## config.mk

```make
export PLATFORM = sky130hd
export DESIGN_NAME = mac_unit
export DESIGN_NICKNAME = d
export VERILOG_FILES = /design/src/rtl/mac_pkg.sv /design/src/rtl/mac_issue_stage.sv /design/src/rtl/mac_mul_stage.sv /design/src/rtl/mac_acc_stage.sv /design/src/rtl/mac_unit.sv
export SDC_FILE = /design/constraint.sdc
export NUM_CORES = 2
export LEC_CHECK = 0
export ABC_AREA = 1
export BUFFER_PORTS_ARGS = -buffer_cell sky130_fd_sc_hd__buf_2
export CAP_MARGIN = 20
export CORE_UTILIZATION = 30
export DETAILED_ROUTE_END_ITERATION = 7
export HOLD_SLACK_MARGIN = 0.05
export PLACE_DENSITY_LB_ADDON = 0.3
export SLEW_MARGIN = 20
export SYNTH_ARGS = -nofsm -noshare
export SYNTH_HDL_FRONTEND = slang
export SYNTH_SLANG_ARGS = --single-unit
export TNS_END_PERCENT = 1
```

## constraint.sdc

```tcl
create_clock -name clk -period 13.8 [get_ports clk]
set_input_delay 0.69 -clock clk [delete_from_list [all_inputs] [get_ports clk]]
set_output_delay 0.69 -clock clk [all_outputs]
set_load 0.03 [all_outputs]
```

## src/rtl/mac_pkg.sv

```systemverilog
package mac_pkg;

    localparam int unsigned CMD_CLR_ADD_BIT  = 0;
    localparam int unsigned CMD_CLR_ONLY_BIT = 1;

    typedef struct packed {
        logic clr_add;
        logic clr_only;
    } mac_op_t;

    function automatic mac_op_t mac_decode(input logic [1:0] cmd_bits);
        mac_op_t op;
        op.clr_only = cmd_bits[CMD_CLR_ONLY_BIT];
        op.clr_add  = cmd_bits[CMD_CLR_ADD_BIT] & ~cmd_bits[CMD_CLR_ONLY_BIT];
        return op;
    endfunction

endpackage

```

## src/rtl/mac_issue_stage.sv

```systemverilog
module mac_issue_stage #(
    parameter int unsigned DATA_W = 32,
    parameter int unsigned CMD_W  = 11
) (
    input  logic                 clk,
    input  logic                 rst,
    input  logic                 en,
    input  logic                 start,
    input  logic [DATA_W-1:0]    opa,
    input  logic [DATA_W-1:0]    opb,
    input  logic [CMD_W-1:0]     cmd,
    output logic                 cap_v,
    output logic [DATA_W-1:0]    cap_a,
    output logic [DATA_W-1:0]    cap_b,
    output mac_pkg::mac_op_t     cap_op
);

    typedef struct packed {
        logic                 v;
        logic [DATA_W-1:0]    a;
        logic [DATA_W-1:0]    b;
        mac_pkg::mac_op_t     op;
    } cap_t;

    cap_t cap_d, cap_q;

    logic unused_rsvd_cmd;
    assign unused_rsvd_cmd = ^cmd[CMD_W-1:2];

    always_comb begin
        cap_d = cap_q;
        if (en) begin
            cap_d.v = start;
            if (start) begin
                cap_d.a  = opa;
                cap_d.b  = opb;
                cap_d.op = mac_pkg::mac_decode(cmd[1:0]);
            end
        end
    end

    always_ff @(posedge clk or posedge rst) begin
        if (rst) begin
            cap_q <= '0;
        end else begin
            cap_q <= cap_d;
        end
    end

    assign cap_v  = cap_q.v;
    assign cap_a  = cap_q.a;
    assign cap_b  = cap_q.b;
    assign cap_op = cap_q.op;

endmodule

```

## src/rtl/mac_mul_stage.sv

```systemverilog
module mac_mul_stage #(
    parameter int unsigned DATA_W    = 32,
    parameter bit          SPLIT_MUL = 1'b1
) (
    input  logic                 clk,
    input  logic                 rst,
    input  logic                 en,
    input  logic                 in_v,
    input  logic [DATA_W-1:0]    in_a,
    input  logic [DATA_W-1:0]    in_b,
    input  mac_pkg::mac_op_t     in_op,
    output logic                 out_v,
    output logic [DATA_W-1:0]    out_prod,
    output mac_pkg::mac_op_t     out_op
);

    localparam int unsigned HALF_W = DATA_W / 2;

    typedef struct packed {
        logic                 v;
        mac_pkg::mac_op_t     op;
        logic [DATA_W-1:0]    prod;
    } prod_t;

    prod_t fin_d, fin_q;

    generate
        if (SPLIT_MUL) begin : g_split
            typedef struct packed {
                logic                 v;
                mac_pkg::mac_op_t     op;
                logic [DATA_W-1:0]    pp_lo;
                logic [DATA_W-1:0]    pp_cross;
            } part_t;

            part_t part_d, part_q;
            logic [DATA_W-1:0] a_lo_ext;
            logic [DATA_W-1:0] a_hi_ext;
            logic [DATA_W-1:0] b_lo_ext;
            logic [DATA_W-1:0] cross_raw;

            assign a_lo_ext  = {{(DATA_W-HALF_W){1'b0}}, in_a[HALF_W-1:0]};
            assign a_hi_ext  = {{HALF_W{1'b0}}, in_a[DATA_W-1:HALF_W]};
            assign b_lo_ext  = {{(DATA_W-HALF_W){1'b0}}, in_b[HALF_W-1:0]};
            assign cross_raw = a_hi_ext * b_lo_ext;

            always_comb begin
                part_d = part_q;
                fin_d  = fin_q;
                if (en) begin
                    part_d.v        = in_v;
                    part_d.op       = in_op;
                    part_d.pp_lo    = a_lo_ext * in_b;
                    part_d.pp_cross = cross_raw << HALF_W;
                    fin_d.v         = part_q.v;
                    fin_d.op        = part_q.op;
                    fin_d.prod      = part_q.pp_lo + part_q.pp_cross;
                end
            end

            always_ff @(posedge clk or posedge rst) begin
                if (rst) begin
                    part_q <= '0;
                    fin_q  <= '0;
                end else begin
                    part_q <= part_d;
                    fin_q  <= fin_d;
                end
            end
        end else begin : g_whole
            prod_t mid_d, mid_q;

            always_comb begin
                mid_d = mid_q;
                fin_d = fin_q;
                if (en) begin
                    mid_d.v    = in_v;
                    mid_d.op   = in_op;
                    mid_d.prod = in_a * in_b;
                    fin_d      = mid_q;
                end
            end

            always_ff @(posedge clk or posedge rst) begin
                if (rst) begin
                    mid_q <= '0;
                    fin_q <= '0;
                end else begin
                    mid_q <= mid_d;
                    fin_q <= fin_d;
                end
            end
        end
    endgenerate

    assign out_v    = fin_q.v;
    assign out_prod = fin_q.prod;
    assign out_op   = fin_q.op;

endmodule

```

## src/rtl/mac_acc_stage.sv

```systemverilog
module mac_acc_stage #(
    parameter int unsigned DATA_W = 32
) (
    input  logic                 clk,
    input  logic                 rst,
    input  logic                 en,
    input  logic                 in_v,
    input  logic [DATA_W-1:0]    in_prod,
    input  mac_pkg::mac_op_t     in_op,
    output logic [DATA_W-1:0]    total
);

    typedef struct packed {
        logic [DATA_W-1:0] acc;
    } acc_t;

    acc_t acc_d, acc_q;
    logic [DATA_W-1:0] base;

    always_comb begin
        base = in_op.clr_add ? '0 : acc_q.acc;
    end

    always_comb begin
        acc_d = acc_q;
        if (en && in_v) begin
            if (in_op.clr_only) begin
                acc_d.acc = '0;
            end else begin
                acc_d.acc = base + in_prod;
            end
        end
    end

    always_ff @(posedge clk or posedge rst) begin
        if (rst) begin
            acc_q <= '0;
        end else begin
            acc_q <= acc_d;
        end
    end

    assign total = acc_q.acc;

endmodule

```

## src/rtl/mac_unit.sv

```systemverilog
module mac_unit #(
    parameter int unsigned DATA_W    = 32,
    parameter int unsigned CMD_W     = 11,
    parameter bit          SPLIT_MUL = 1'b1
) (
    input  logic                 clk,
    input  logic                 rst,
    input  logic                 clk_en,
    input  logic                 start,
    input  logic [DATA_W-1:0]    dataa,
    input  logic [DATA_W-1:0]    datab,
    input  logic [CMD_W-1:0]     prefix,
    output logic [DATA_W-1:0]    result
);

    logic                 cap_v;
    logic [DATA_W-1:0]    cap_a;
    logic [DATA_W-1:0]    cap_b;
    mac_pkg::mac_op_t     cap_op;

    logic                 mul_v;
    logic [DATA_W-1:0]    mul_prod;
    mac_pkg::mac_op_t     mul_op;

    mac_issue_stage #(
        .DATA_W (DATA_W),
        .CMD_W  (CMD_W)
    ) issue_i (
        .clk    (clk),
        .rst    (rst),
        .en     (clk_en),
        .start  (start),
        .opa    (dataa),
        .opb    (datab),
        .cmd    (prefix),
        .cap_v  (cap_v),
        .cap_a  (cap_a),
        .cap_b  (cap_b),
        .cap_op (cap_op)
    );

    mac_mul_stage #(
        .DATA_W    (DATA_W),
        .SPLIT_MUL (SPLIT_MUL)
    ) mul_i (
        .clk      (clk),
        .rst      (rst),
        .en       (clk_en),
        .in_v     (cap_v),
        .in_a     (cap_a),
        .in_b     (cap_b),
        .in_op    (cap_op),
        .out_v    (mul_v),
        .out_prod (mul_prod),
        .out_op   (mul_op)
    );

    mac_acc_stage #(
        .DATA_W (DATA_W)
    ) acc_i (
        .clk     (clk),
        .rst     (rst),
        .en      (clk_en),
        .in_v    (mul_v),
        .in_prod (mul_prod),
        .in_op   (mul_op),
        .total   (result)
    );

endmodule

```

# Yosys cells after proc, flatten, opt, wreduce, memory -nomap -nowiden
# Cells that the tools add are included.
# Widths: inputs -> output; s select.
# op_classes
n_addsub	2
multipliers	2
muxes	2
bitwise	2
n_reduce_logical	2
# ops
cell	n
$add 32x32->32	2
$mux 32	2
$mul 16x32->32	1
$mul 16x16->16	1
$reduce_and 2->1	1
$and 1x1->1	1
$logic_and 1x1->1	1
$not 1->1	1
# word_totals
reg_bits	185
inputBits	79
wordCells	25

# Logic depth before layout (Yosys ltp)
# depth
word_depth	3
mapped_depth	30
ltp_nobuf	28

# By module
# Synthesis repeated with hierarchy kept, for this count alone.
# unflattened
hier_cells	3780
hier_area_um2	27005.9
# modules_own_cells
mod	instances	cells_per_inst	area_per_inst_um2
mac_mul_stage	1	2808	20639.8
mac_acc_stage	1	686	3827.4
mac_issue_stage	1	286	2538.7

# Worst setup path after synthesis
# No wires, ideal clock.
# synth_path
kind	register -> register
startpoint	register issue_i.cap_q, in the netlist issue_i.cap_a[3]
endpoint	register mul_i.g_split.part_q[61] (netlist bit)
setup_ns	0.120
t_arrival_ns	5.434
path_slack_ns	8.245
stages_incl_launch_ff	24
n_path_buf	2
path_cell_list	dfrtp_1 -> clkbuf_1 -> buf_1 -> nand2_1 -> fa_1 -> inv_1 -> fa_1 -> inv_1 -> fa_1 -> inv_1 -> fa_1 -> fa_1 -> inv_1 -> fa_1 -> inv_1 -> ha_1 -> nand2_1 -> nor4_2 -> nand3_1 -> nand3_2 -> a21oi_1 -> and2_1 -> o21ai_1 -> nand2_1
# synth_via
elab_chain_cells	1
# synth_rtl
element	line	text
from (decl)	mac_issue_stage.sv:25	cap_t cap_d, cap_q;
from (signal assigned)	mac_issue_stage.sv:46	cap_q <= cap_d;
$mul 16x32->32	mac_mul_stage.sv:53	part_d.pp_lo = a_lo_ext * in_b;
to (signal assigned)	mac_mul_stage.sv:66	part_q <= part_d;
to (decl)	mac_mul_stage.sv:36	part_t part_d, part_q;
# Every way passes these cells.
# A chain may end at the register's enable or synchronous reset.

# Worst setup path after layout
# layout_path
startpoint	register issue_i.cap_q, in the netlist issue_i.cap_b[12]
endpoint	register mul_i.g_split.part_q[53] (netlist bit)
# Same word-level chain as after synthesis.

==> impl_metrics.json <==
{
  "status": "finished, final reports clean",
  "diodes": 0,
  "crit_family": "adder cells",
  "ys_types": 52,
  "fin_nets": 4152,
  "post_drt_wl_per_cell_um": 15.3,
  "maxSlewViolCount": 0,
  "cts.path.max_buffers": 2,
  "r2r_slack_ps": 7620,
  "finalSetupViolCount": 0,
  "synth_nets": 4156,
  "worstSetupEndpoint": "mul_i.g_split.part_q[53]",
  "synth_top_family_by_area": "adder cells",
  "max_freq_mhz": 162,
  "place.gp.congestion": 0.889,
  "rsz0062_at_grt": "false",
  "worstPathArrival_ps": 6580,
  "drt-vias-per-instance": 4.50,
  "layout-drive-gt1-share_pct": 5.91,
  "post_cts_buffers": 0,
  "grt_usage_pct": 17.4,
  "ys_warn_count": 0,
  "grt_max_degree": 123,
  "slew_headroom_pct": 29.6,
  "cap_violations": 0,
  "postRouteAntennaNets": 0,
  "antenna_found_initial": 1,
  "crit_top_cell": "fa_1",
  "coreArea_mm2": 0.0854,
  "cts-root-buf": "clkbuf_16",
  "insertion_delay_ps": 500,
  "hold_violations": 0,
  "netlist_area_mm2": 0.0260,
  "synthCells": 3531,
  "cts-hold-fix-buffers": 0,
  "grt_pass1_vias": 22000,
  "wl_mm": 71.5,
  "nFillCells": 9346,
  "reg2reg_depth": 22,
  "synth_compound_area_share_pct": 6.71,
  "fp.dieArea_mm2": 0.0878,
  "cts_max_level": 4,
  "synth.ff_latch_count": 185,
  "setup_tns_ps": 0,
  "die_h_um": 296,
  "synthAdderAreaFrac_pct": 37.5,
  "cp-end-kind": "register",
  "drc": 0,
  "vias": 21100,
  "post-route-period-util_pct": 44.8,
  "die_x_um": 296,
  "synthXorXnorAreaFrac_pct": 1.11,
  "port_buffers": 101,
  "skew_ps": 13.8,
  "tightest_slew_ps": 1060,
  "reg2reg_from": "issue_i.cap_b[12]",
  "hpwl_mm": 53.2,
  "cp_num_cells": 22,
  "num_io_pins": 111,
  "syn_avg_cell_area_um2": 7.36,
  "cts_tree": "done",
  "timing.hold.ws_ps": 385,
  "clock_sinks": 185,
  "crit_chain": "nand2_1, fa_1, fa_1, fa_1, inv_1, fa_1, fa_1, inv_1, fa_1, inv_1, ha_1, nand2_2, nor2_2, nand4_1, o211ai_2, inv_2, o21ai_2, nand2_1, nand2_1, nand2_1, nand3_1, nand2_1",
  "synthSimpleGateAreaFrac_pct": 22.0,
  "std_cell_rows": 107,
  "cts_resized": 0,
  "reg2reg_to": "mul_i.g_split.part_q[53]",
  "required_ps": 14190,
  "clkTransAtPathRegs_ps": 80,
  "critPathMaxStageDelay_ps": 1040,
  "finalCriticalPeriod_ps": 6180,
  "worst-path-max-fanout": 21,
  "slowest_stage": "dfrtp_1",
  "yosysSeqAreaShare_pct": 17.8,
  "critPathLaunchType": "register",
  "hold_class": "input pin to register",
  "synth_mux_area_share_pct": 0,
  "critPathLaunch": "issue_i.cap_b[12]",
  "syn_to_final_growth_pct": 8.28,
  "numCtsBuffers": 17,
  "start_util_pct": 30.4,
  "grt_remaining_overflow": 0,
  "criticalPathCategory": "register to register",
  "drt_pass1_iterations": 6,
  "grt_pass1_wl_mm": 119,
  "cp_num_buf_inv": 4,
  "drt_iter0_drc": 1295
}
[kinds of logic after synthesis]
group | Yosys count
compound gates | 311
xor+xnor | 33
fa+ha+maj | 546
buf+inv | 1022
flops | 185
simple gates | 1434
[stage by stage]
step | worst slack (ps) | area [um^2] | util, % | instances
6_report | 7620 | 28100 | 32.9 | 4683
5_1_grt | 7280 | 28100 | 32.9 | 4683
4_1_cts | 7540 | 28100 | 32.9 | 4683
3_5_place_dp | 7550 | 27500 | 32.2 | 4652
3_3_place_gp | 7530 | 27500 | 32.2 | 4652
2_1_floorplan | 8080 | 26000 | - | 3531
[registers in the layout (all words and copies together), names as in the netlist]
signal / cells
issue_i.cap_op: 2
mul_i.out_prod: 32
issue_i.cap_v: 1
mul_i.out_v: 1
issue_i.cap_b: 32
issue_i.cap_a: 32
acc_i.total: 32
mul_i.out_op: 2
mul_i.g_split.part_q: 51
[synth_stat cells (all sizes together)]
| cell | n | area (um^2) |
|---|---|---|
| o21a | 2 | 15.0 |
| or2 | 12 | 75.1 |
| a21o | 8 | 60.1 |
| nor4 | 5 | 43.8 |
| nand3 | 102 | 526 |
| inv | 869 | 3260 |
| o211a | 2 | 20.0 |
| o311ai | 1 | 8.76 |
| nand2 | 1160 | 4370 |
| clkinv | 1 | 3.75 |
| xor2 | 25 | 219 |
| and2 | 4 | 25.0 |
| a31oi | 15 | 93.8 |
| nor2 | 112 | 430 |
| nor3 | 16 | 90.1 |
| o221a | 1 | 11.3 |
| o21bai | 9 | 67.6 |
| o211ai | 2 | 20.0 |
| a211oi | 3 | 22.5 |
| a31o | 1 | 8.76 |
| o21ai | 135 | 687 |
| xnor2 | 8 | 70.1 |
| buf | 38 | 179 |
| nand4 | 14 | 87.6 |
| clkbuf | 114 | 429 |
| o22ai | 12 | 75.1 |
| dfrtp | 185 | 4630 |
| fa | 386 | 7730 |
| o31ai | 6 | 45.0 |
| a21boi | 6 | 52.5 |
| nand3b | 9 | 67.6 |
| a21oi | 105 | 529 |
| o2111ai | 1 | 8.76 |
| o221ai | 1 | 8.76 |
| ha | 160 | 2000 |
| a221oi | 1 | 8.76 |
[worst min path at each step]
stage          cells after the start                startpoint  slack [ps]           endpoint
5_1_grt                            3                  dataa[8]         370   issue_i.cap_a[8]
6_report                           3                  datab[5]         380   issue_i.cap_b[5]
3_5_place_dp                       2  mul_i.g_split.part_q[38]         460  mul_i.out_prod[6]
2_1_floorplan                      2             issue_i.cap_v         440      issue_i.cap_v
3_3_place_gp                       2             issue_i.cap_v         450      issue_i.cap_v
4_1_cts                            3                 dataa[15]         340  issue_i.cap_a[15]
[worst register-to-register path: stages (launching register included)]
cell and delay [ps]:
dfrtp_1 1040, nand2_1 190, fa_1 550, fa_1 520, fa_1 530, inv_1 60
fa_1 490, fa_1 490, inv_1 50, fa_1 500, inv_1 50, ha_1 340
nand2_2 110, nor2_2 170, nand4_1 120, o211ai_2 250, inv_2 90, o21ai_2 180
nand2_1 90, nand2_1 70, nand2_1 50, nand3_1 100, nand2_1 60
[layout by cell type (no fill, tap or decap), types with 8 or more instances in the layout]
master | synthesis | final
ha_1 | 160 | 160
nand3b_1 | 9 | 9
o21ai_0 | 122 | 122
a21o_1 | 8 | 8
buf_4 | 4 | 28
inv_1 | 861 | 859
nor3_1 | 14 | 14
nand2_1 | 1155 | 1154
o21ai_1 | 10 | 10
or2_2 | 9 | 9
o21bai_1 | 9 | 9
nor2_1 | 108 | 108
xnor2_1 | 8 | 8
o22ai_1 | 12 | 12
a31oi_1 | 15 | 15
nand3_1 | 99 | 99
nand4_1 | 14 | 14
buf_2 | 17 | 101
clkbuf_16 | 0 | 17
dfrtp_1 | 185 | 181
xor2_1 | 25 | 25
a21oi_1 | 104 | 104
fa_1 | 386 | 386
inv_2 | 8 | 9
[metal layers]
metal  track usage, %  up-vias  share of wire, %
met5                0        -                 0
met4             4.53        0               2.1
met3             2.51       77               4.6
met2             28.4      439                45
met1             24.0    10200                48
li1                 -    10300                 -
[area by class of cell]
class	count	area [um^2]	share of cell area [%]
multi-input combinational	2324	17500	62.1
sequential	185	4630	16.5
inverter	870	3270	11.6
tap	1144	1430	5.09
timing repair buffer	129	716	2.54
clock buffer	18	439	1.56
clock inverter	13	156	0.556
Power is left out: the tool's default activity adds up to more than one toggle a clock period on the data nets, which glitch-free logic cannot reach.
